### src/rtl/pgreg_pkg.sv
package pgreg_pkg;
  localparam int ADDR_W = 5;
  localparam int DATA_W = 8;

  typedef enum logic [1:0] {
    TGT_STATUS,
    TGT_CTRL,
    TGT_SCRATCH,
    TGT_EXT
  } tgt_e;

  typedef struct packed {
    logic              commit;
    logic [ADDR_W-1:0] wrAddr;
    logic [DATA_W-1:0] wrData;
    logic              rdEn;
    logic [ADDR_W-1:0] rdAddr;
  } busStrobe_t;
endpackage

### src/rtl/pgreg_ctrl.sv
module pgreg_ctrl
  import pgreg_pkg::*;
#(
  parameter int SYNC_STAGES = 2
) (
  input  logic              clk,
  input  logic              rstN,
  input  logic              csN,
  input  logic              rdN,
  input  logic              wrN,
  input  logic              pfailN,
  input  logic [ADDR_W-1:0] addr,
  input  logic [DATA_W-1:0] dataIn,
  output busStrobe_t        strb
);
  localparam int CW = 4;
  localparam int PW = ADDR_W + DATA_W;
  localparam int VW = CW + PW;

  logic [VW-1:0] stg [SYNC_STAGES];

  always_ff @(posedge clk or negedge rstN) begin
    if (!rstN) begin
      for (int i = 0; i < SYNC_STAGES; i++) stg[i] <= {{CW{1'b1}}, {PW{1'b0}}};
    end else begin
      stg[0] <= {pfailN, wrN, rdN, csN, addr, dataIn};
      for (int i = 1; i < SYNC_STAGES; i++) stg[i] <= stg[i-1];
    end
  end

  logic [VW-1:0]     syncd;
  logic [DATA_W-1:0] dataS;
  logic [ADDR_W-1:0] addrS;
  logic              csS, rdS, wrS, pfS;

  assign syncd = stg[SYNC_STAGES-1];
  assign dataS = syncd[DATA_W-1:0];
  assign addrS = syncd[DATA_W +: ADDR_W];
  assign csS   = syncd[PW];
  assign rdS   = syncd[PW+1];
  assign wrS   = syncd[PW+2];
  assign pfS   = syncd[PW+3];

  logic lockS, writeLow, readLow;
  assign lockS    = ~pfS;
  assign writeLow = ~csS & ~wrS;
  assign readLow  = ~csS & ~rdS;

  logic              prevWriteLow, wrActive;
  logic [ADDR_W-1:0] addrHold;
  logic [DATA_W-1:0] dataHold;

  always_ff @(posedge clk or negedge rstN) begin
    if (!rstN) begin
      prevWriteLow <= 1'b0;
      wrActive     <= 1'b0;
      addrHold     <= '0;
      dataHold     <= '0;
    end else begin
      prevWriteLow <= writeLow;
      if (!wrActive) begin
        if (writeLow && !prevWriteLow && !lockS) begin
          wrActive <= 1'b1;
          addrHold <= addrS;
          dataHold <= dataS;
        end
      end else if (writeLow) begin
        if (!lockS) begin
          addrHold <= addrS;
          dataHold <= dataS;
        end
      end else begin
        wrActive <= 1'b0;
      end
    end
  end

  always_comb begin
    strb.commit = wrActive & ~writeLow;
    strb.wrAddr = addrHold;
    strb.wrData = dataHold;
    strb.rdEn   = readLow & ~lockS;
    strb.rdAddr = addrS;
  end
endmodule

### src/rtl/pgreg_dp.sv
module pgreg_dp
  import pgreg_pkg::*;
#(
  parameter int CTRL_REGS = 3,
  parameter int PAGE_BIT  = 0,
  parameter int BANK_BIT  = 1
) (
  input  logic              clk,
  input  logic              rstN,
  input  busStrobe_t        strb,
  output logic [DATA_W-1:0] dataOut,
  output logic              dataOe,
  output logic              extWrEn,
  output logic [ADDR_W-1:0] extAddr,
  output logic [DATA_W-1:0] extWrData,
  input  logic [DATA_W-1:0] extRdData
);
  localparam int LOCS    = 1 << ADDR_W;
  localparam int SCR_N   = LOCS - 1;
  localparam int CTRL_N  = 2 * CTRL_REGS;

  logic [DATA_W-1:0] statusQ;
  logic              pageSel, bankSel;
  assign pageSel = statusQ[PAGE_BIT];
  assign bankSel = statusQ[BANK_BIT];

  function automatic tgt_e decodeTgt(logic [ADDR_W-1:0] a, logic page);
    if (a == '0)                        return TGT_STATUS;
    else if (page)                      return TGT_SCRATCH;
    else if (a <= ADDR_W'(CTRL_REGS))   return TGT_CTRL;
    else                                return TGT_EXT;
  endfunction

  tgt_e wrTgt, rdTgt;
  assign wrTgt = decodeTgt(strb.wrAddr, pageSel);
  assign rdTgt = decodeTgt(strb.rdAddr, pageSel);

  always_ff @(posedge clk or negedge rstN) begin
    if (!rstN) statusQ <= '0;
    else if (strb.commit && wrTgt == TGT_STATUS) statusQ <= strb.wrData;
  end

  logic [CTRL_N-1:0][DATA_W-1:0] ctrlFlat;
  logic [SCR_N-1:0][DATA_W-1:0]  scrFlat;

  generate
    for (genvar b = 0; b < 2; b++) begin : g_bank
      for (genvar r = 0; r < CTRL_REGS; r++) begin : g_ctrl
        logic [DATA_W-1:0] q;
        always_ff @(posedge clk or negedge rstN) begin
          if (!rstN) q <= '0;
          else if (strb.commit && wrTgt == TGT_CTRL && bankSel == 1'(b) &&
                   strb.wrAddr == ADDR_W'(r + 1)) q <= strb.wrData;
        end
        assign ctrlFlat[b*CTRL_REGS + r] = q;
      end
    end
    for (genvar s = 0; s < SCR_N; s++) begin : g_scr
      logic [DATA_W-1:0] q;
      always_ff @(posedge clk or negedge rstN) begin
        if (!rstN) q <= '0;
        else if (strb.commit && wrTgt == TGT_SCRATCH &&
                 strb.wrAddr == ADDR_W'(s + 1)) q <= strb.wrData;
      end
      assign scrFlat[s] = q;
    end
  endgenerate

  logic [DATA_W-1:0] rdVal;
  always_comb begin
    rdVal = '0;
    unique case (rdTgt)
      TGT_STATUS: rdVal = statusQ;
      TGT_EXT:    rdVal = extRdData;
      TGT_CTRL: begin
        for (int b = 0; b < 2; b++)
          for (int r = 0; r < CTRL_REGS; r++)
            if (bankSel == 1'(b) && strb.rdAddr == ADDR_W'(r + 1))
              rdVal = ctrlFlat[b*CTRL_REGS + r];
      end
      TGT_SCRATCH: begin
        for (int s = 0; s < SCR_N; s++)
          if (strb.rdAddr == ADDR_W'(s + 1)) rdVal = scrFlat[s];
      end
      default: rdVal = '0;
    endcase
  end

  assign dataOe    = strb.rdEn;
  assign dataOut   = strb.rdEn ? rdVal : '0;
  assign extWrEn   = strb.commit && wrTgt == TGT_EXT;
  assign extAddr   = strb.commit ? strb.wrAddr : strb.rdAddr;
  assign extWrData = strb.wrData;
endmodule

### src/rtl/paged_regfile.sv
module paged_regfile
  import pgreg_pkg::*;
#(
  parameter int SYNC_STAGES = 2,
  parameter int CTRL_REGS   = 3,
  parameter int PAGE_BIT    = 0,
  parameter int BANK_BIT    = 1
) (
  input  logic              clk,
  input  logic              rstN,
  input  logic              csN,
  input  logic              rdN,
  input  logic              wrN,
  input  logic              pfailN,
  input  logic [ADDR_W-1:0] addr,
  input  logic [DATA_W-1:0] dataIn,
  output logic [DATA_W-1:0] dataOut,
  output logic              dataOe,
  output logic              extWrEn,
  output logic [ADDR_W-1:0] extAddr,
  output logic [DATA_W-1:0] extWrData,
  input  logic [DATA_W-1:0] extRdData
);
  busStrobe_t strb;

  pgreg_ctrl #(.SYNC_STAGES(SYNC_STAGES)) ctrl_i (
    .clk(clk), .rstN(rstN), .csN(csN), .rdN(rdN), .wrN(wrN),
    .pfailN(pfailN), .addr(addr), .dataIn(dataIn), .strb(strb)
  );

  pgreg_dp #(.CTRL_REGS(CTRL_REGS), .PAGE_BIT(PAGE_BIT), .BANK_BIT(BANK_BIT)) dp_i (
    .clk(clk), .rstN(rstN), .strb(strb), .dataOut(dataOut), .dataOe(dataOe),
    .extWrEn(extWrEn), .extAddr(extAddr), .extWrData(extWrData),
    .extRdData(extRdData)
  );
endmodule

### config.mk
export PLATFORM = sky130hd
export DESIGN_NAME = paged_regfile
export DESIGN_NICKNAME = d
export VERILOG_FILES = /design/src/rtl/pgreg_pkg.sv /design/src/rtl/pgreg_ctrl.sv /design/src/rtl/pgreg_dp.sv /design/src/rtl/paged_regfile.sv
export SDC_FILE = /design/constraint.sdc
export NUM_CORES = 1
export LEC_CHECK = 0
export ABC_AREA = 1
export BUFFER_PORTS_ARGS = -buffer_cell sky130_fd_sc_hd__buf_2
export CAP_MARGIN = 25
export CORE_MARGIN = 4
export CORE_UTILIZATION = 25
export CTS_CLUSTER_DIAMETER = 100
export DETAILED_ROUTE_END_ITERATION = 6
export PLACE_DENSITY = 0.49
export SYNTH_ARGS = -nofsm -noshare
export SYNTH_HDL_FRONTEND = slang
export SYNTH_SLANG_ARGS = --single-unit
### constraint.sdc
create_clock -name clk -period 3.4 [get_ports clk]
set_input_delay 0.34 -clock clk [delete_from_list [all_inputs] [get_ports clk]]
set_output_delay 0.34 -clock clk [all_outputs]
set_load 0.01 [all_outputs]
# Word level (Yosys, flattened, before mapping)

Cells that the tools add are included.

Flip-flop bits (word level): 353
Input port bits: 27
Word-level logic and storage cells: 240

Order comparisons: 2
Equality and inequality tests: 70
Muxes and demuxes: 57
Bitwise gates (word level): 9
Reductions and logical operators: 58

Operators with widths:

| cell               | count |
|---|---|
| $mux 8             | 42 |
| $eq 5x5->1 const B | 32 |
| $eq 5x4->1 const B | 16 |
| $logic_and 1x1->1  | 51 |
| $eq 5x3->1 const B | 8 |
| $pmux 8 s4         | 1 |
| $mux 5             | 5 |
| $eq 5x2->1 const B | 4 |
| $mux 2             | 6 |
| $eq 5x1->1 const B | 2 |
| $le 5x2->1 const B | 2 |
| $logic_not 5->1    | 2 |
| $eq 2x2->1 const B | 4 |
| $not 1->1          | 5 |
| $and 1x1->1        | 4 |
| $eq 2x1->1 const B | 2 |
| $logic_not 2->1    | 2 |
| $ne 2x1->1 const B | 2 |
| $mux 1             | 3 |
| $reduce_and 3->1   | 1 |
| $reduce_bool 2->1  | 1 |
| $logic_not 1->1    | 1 |

# Logic depth before layout (Yosys ltp)

Depth after elaboration: 34
Mapped depth: 26

# Modules after synthesis

A second synthesis with hierarchy kept.

Cells, all modules: 1978
Area total of the unflattened synthesis: 15994.1 um2

By module, submodules not included:

| module     | times used | cells an instance | area an instance (um2) | seq. area each (um2) |
|---|---|---|---|---|
| pgreg_dp   | 1          | 1870              | 14431.3                | 7607.3 |
| pgreg_ctrl | 1          | 108               | 1562.7                 | 1236.2 |

# Worst setup path before layout

No wires, ideal clock.

Path kind: reg-to-output
Start: register ctrl_i.stg, in the netlist ctrl_i.syncd[10]
End: output port dataOut[0]
Data arrival time: 2.183 ns
Required time: 3.060 ns
Path slack: 0.877 ns
Stages on the path, launching flop included: 25
Cell sequence: dfrtp_1 -> nor2_4 -> nand4_1 -> buf_6 -> nand3_1 -> nand2_1 -> nand2_1 -> nand2_1 -> nand3_1 -> nand2_1 -> nand3_1 -> nand2_1 -> nand2_1 -> nand2_1 -> nand3_1 -> nand2_1 -> nand4_1 -> nand2_1 -> nand4_1 -> nand2_1 -> nand4_1 -> nand2_1 -> nand3_1 -> nand2_1 -> a21oi_2

Longest elaborated chain between the ends: 34

Ends and longest elaborated chain:

| element              | line                           | source |
|---|---|---|
| start: declaration   | pgreg_ctrl.sv:20               | `logic [VW-1:0] stg [SYNC_STAGES];` |
| $eq 5x1->1           | pgreg_dp.sv:78, pgreg_dp.sv:83 |  |
| $mux 8 (31 in a row) | pgreg_dp.sv:83                 | `if (strb.rdAddr == ADDR_W'(s + 1)) rdVal = scrFlat[s];` |
| $pmux 8 s4 *         | pgreg_dp.sv:72                 | `unique case (rdTgt)` |
| $mux 8 *             | pgreg_dp.sv:90                 | `assign dataOut = strb.rdEn ? rdVal : '0;` |
| end: declaration     | paged_regfile.sv:17            | `output logic [DATA_W-1:0] dataOut,` |

Every way passes the cells marked *; elsewhere a longest branch is shown, timed or not.

# Final worst setup path

Start: register ctrl_i.stg, in the netlist ctrl_i.syncd[10]
End: output port dataOut[4]

The elaborated chain is that of the path after synthesis.

==> results.yml <==
hold_path:
  whs_endpoint: "ctrl_i.syncd[7]"
  hold_path.class: "flip-flop to flip-flop"
  holdCritStartpoint: "ctrl_i.stg[24]"
  hold_path_depth: 0
timing:
  hold_ws_ns: 0.341
  slew-limit-headroom_pct: 34.9
  fin_crit_sh_pct: 115
  fmax_ghz: 0.257
  worst_pin_slew_ns: 0.969
  setup_violations: 8
  hold_violations: 0
  finalMaxSlewViolations: 0
  layout_setup_ws_ns: -0.496
  period_needed_ns: 3.90
  fin_skew_ns: 0.0193
  setup_tns_ns: -2.81
  grt_setup_unrepaired: "true"
layout:
  nets: 2090
  stdcell_area_sq_mm: 0.0197
  n_antenna_cell: 0
  drive_gt1_share_pct: 17.7
  fin_util_pct: 31.9
  synthToLayoutAreaGrowth_pct: 25.9
  final_cells: 2930
outcome:
  status: "finished, violations left"
  violations: "negative setup slack"
logic_synthesis:
  syn_area_per_cell_sq_um: 8.24
  yosysSeqAreaShare_pct: 56.4
  yosysUniqueCellTypes: 35
  ys_ff_latch: 353
  syn-num-nets: 1928
  syn_area_sq_mm: 0.0157
  yosys_warnings: 0
  synthCells: 1901
floorplanning:
  die_h_um: 258
  core.rowCount: 91
  dieWidth_um: 258
  start_util_pct: 25.3
  pin_count: 50
  core_area_sq_mm: 0.0618
  die_area_sq_mm: 0.0668
worst_setup_path:
  reg2reg_depth: 6
  path_common_cell: "nand2_2"
  r2r-start: "ctrl_i.syncd[13]"
  r2r_setup_slack_ns: 0.60
  critPathMaxStageDelay_ns: 0.42
  path_buf_inv: 4
  worstPathMaxFanout: 4
  crit_family: "simple AND/OR/NAND/NOR gates"
  startpoint_type: "flip-flop"
  cp-end-kind: "output port"
  cp_data_required_time_ns: 3.06
  timing.rr.end: "dp_i.g_bank[0].g_ctrl[0].q[3]"
  worstSetupPathType: "flip-flop to output port"
  critPathArrivalTime_ns: 3.56
  crit_slowest_cell: "dfrtp_1"
routing:
  dr.pass1.iters: 5
  drt_iter0_markers: 875
  drt-total-wl_um: 50700
  via_per_inst: 4.52
  ant_nets: 0
  route.vias.total: 13234
  drc: 0
  wl_per_cell_um: 17.3
placed_design:
  place_area_sq_mm: 0.0176
  gp_congestion: 0.832
  dp_cells: 2818
  io_buffer_count: 49
  detailed_place_hpwl_um: 34600
  dp_slack_ns: -0.0699
cts:
  cts_tree: "done"
  htree_levels: 2
  clk_latency_ns: 0.56
  cts.sinks: 353
  root_buffer: "clkbuf_16"
  cts.path.max_buffers: 3
  cts_inserted_buffers: 41
  path_clk_slew_ns: 0.06
run:
  drv_cap: 0
power:
  p_leak_nw: 9.02
  ir_drop_mv: 0.460
  power.density_mw_per_mm2: 556
  total_power_mw: 11.0
global_route:
  grt_usage_pct: 15.1
  grt_pass1_vias: 13107
  grt_max_degree: 94
  antenna_found_initial: 3
  grt_first_pass_wirelength_um: 78700
  grt-ovfl-total: 0
## report_power, final
| group | total, mW | switching [mW] | internal (mW) | leakage (nW) |
|---|---|---|---|---|
| combinational | 1.44 | 1.05 | 0.384 | 3.49 |
| clock | 4.86 | 1.79 | 3.07 | 0.737 |
| sequential | 4.67 | 0.200 | 4.47 | 4.79 |
## cell usage in the layout, fill, tap and decap left out, types with 11 or more instances in the layout
master         count
clkbuf_16         43
o21ai_0          256
a21oi_1          132
a221oi_1          14
nand2_1          471
nand2_2           45
nand4_1           39
nor3_1            29
dfrtp_1          343
buf_2             48
nand3_2           23
inv_1            190
buf_6             11
buf_4            111
dlygate4sd3_1     18
nor2_1           176
nand3_1           15
## worst reg2reg max path: stages, from the launching register on
cell and delay [ns]:
dfstp_2 0.52, nor2_1 0.06, nor2_1 0.38, inv_1 0.11, nor4_1 0.46, nand4_1 0.71
o21ai_0 0.43
## area by class of cell
type,instances,area [sq um]
fill,6466,42100
sequential,353,8850
multi-input combinational,1272,6070
timing repair buffer,195,1520
clock buffer,53,1150
tap,837,1050
inverter,200,756
clock inverter,20,329
## registers in the layout, summed over array words and instances, names as in the netlist, 5 cells and up
register	count
ctrl_i.dataHold	8
dp_i.g_bank.g_ctrl.q	48
ctrl_i.syncd	17
dp_i.statusQ	8
ctrl_i.addrHold	5
dp_i.g_scr.q	248
ctrl_i.stg	17
## synth_stat cells
library cell	instances	share of area, %
o21ai_1	4	0.13
a21boi_0	6	0.29
or2_2	2	0.080
inv_1	193	4.6
dfrtp_1	345	55
buf_4	1	0.048
buf_2	4	0.13
o211ai_1	6	0.29
nor2_1	181	4.3
nor3_1	29	0.93
nand2_4	4	0.29
nand2_2	3	0.12
inv_2	5	0.12
or2_0	4	0.16
clkinv_4	1	0.056
o21a_1	1	0.048
a211oi_1	1	0.048
or2_1	5	0.20
nor2_2	3	0.12
a221oi_1	14	0.78
o21bai_1	1	0.048
buf_6	3	0.22
o21ai_0	260	8.3
nor4_1	3	0.12
a21oi_2	4	0.22
clkbuf_1	68	1.6
a22oi_1	1	0.048
nor2_4	8	0.57
clkinv_1	1	0.024
nand2_1	515	12
nand3_1	39	1.2
dfstp_2	8	1.3
a21oi_1	136	4.3
nand4_1	39	1.6
o22ai_1	3	0.12
## routing by layer
| layer | vias to the layer above | wire length [um] | GRT usage (%) |
|---|---|---|---|
| met4 | 0 | 1350 | 4.86 |
| met1 | 6385 | 23200 | 20.9 |
| li1 | 6459 | - | - |
| met5 | - | 0 | 0 |
| met3 | 74 | 2260 | 1.90 |
| met2 | 316 | 23900 | 24.7 |
## worst max path at each step
stage,slack [ns],from,endpoint,cells after the start
floorplan,0.88,ctrl_i.syncd[10],dataOut[0],24
global placement,-0.04,ctrl_i.syncd[9],dataOut[4],25
detailed placement,-0.07,ctrl_i.syncd[9],dataOut[4],25
CTS,-0.51,ctrl_i.syncd[10],dataOut[5],25
global route,-0.71,ctrl_i.syncd[9],dataOut[5],26
finish,-0.50,ctrl_i.syncd[10],dataOut[4],26
## cells by family after synthesis
group | count (synthesis) | synth area share (%)
AND/OR/NAND/NOR | 835 | 22.1
flip-flops | 353 | 56.4
AO/OA/AOI/OAI | 437 | 14.7
buffers and inverters | 276 | 6.84
## what timing repair did
item,CTS,global route
hold buffers,18,0
setup endpoints to repair,8,8
setup buffers,10,11
resized for setup,45,59
endpoints found under the hold margin,98,0
pin swaps,32,75
No activity file was read; power rests on OpenSTA's default activity.
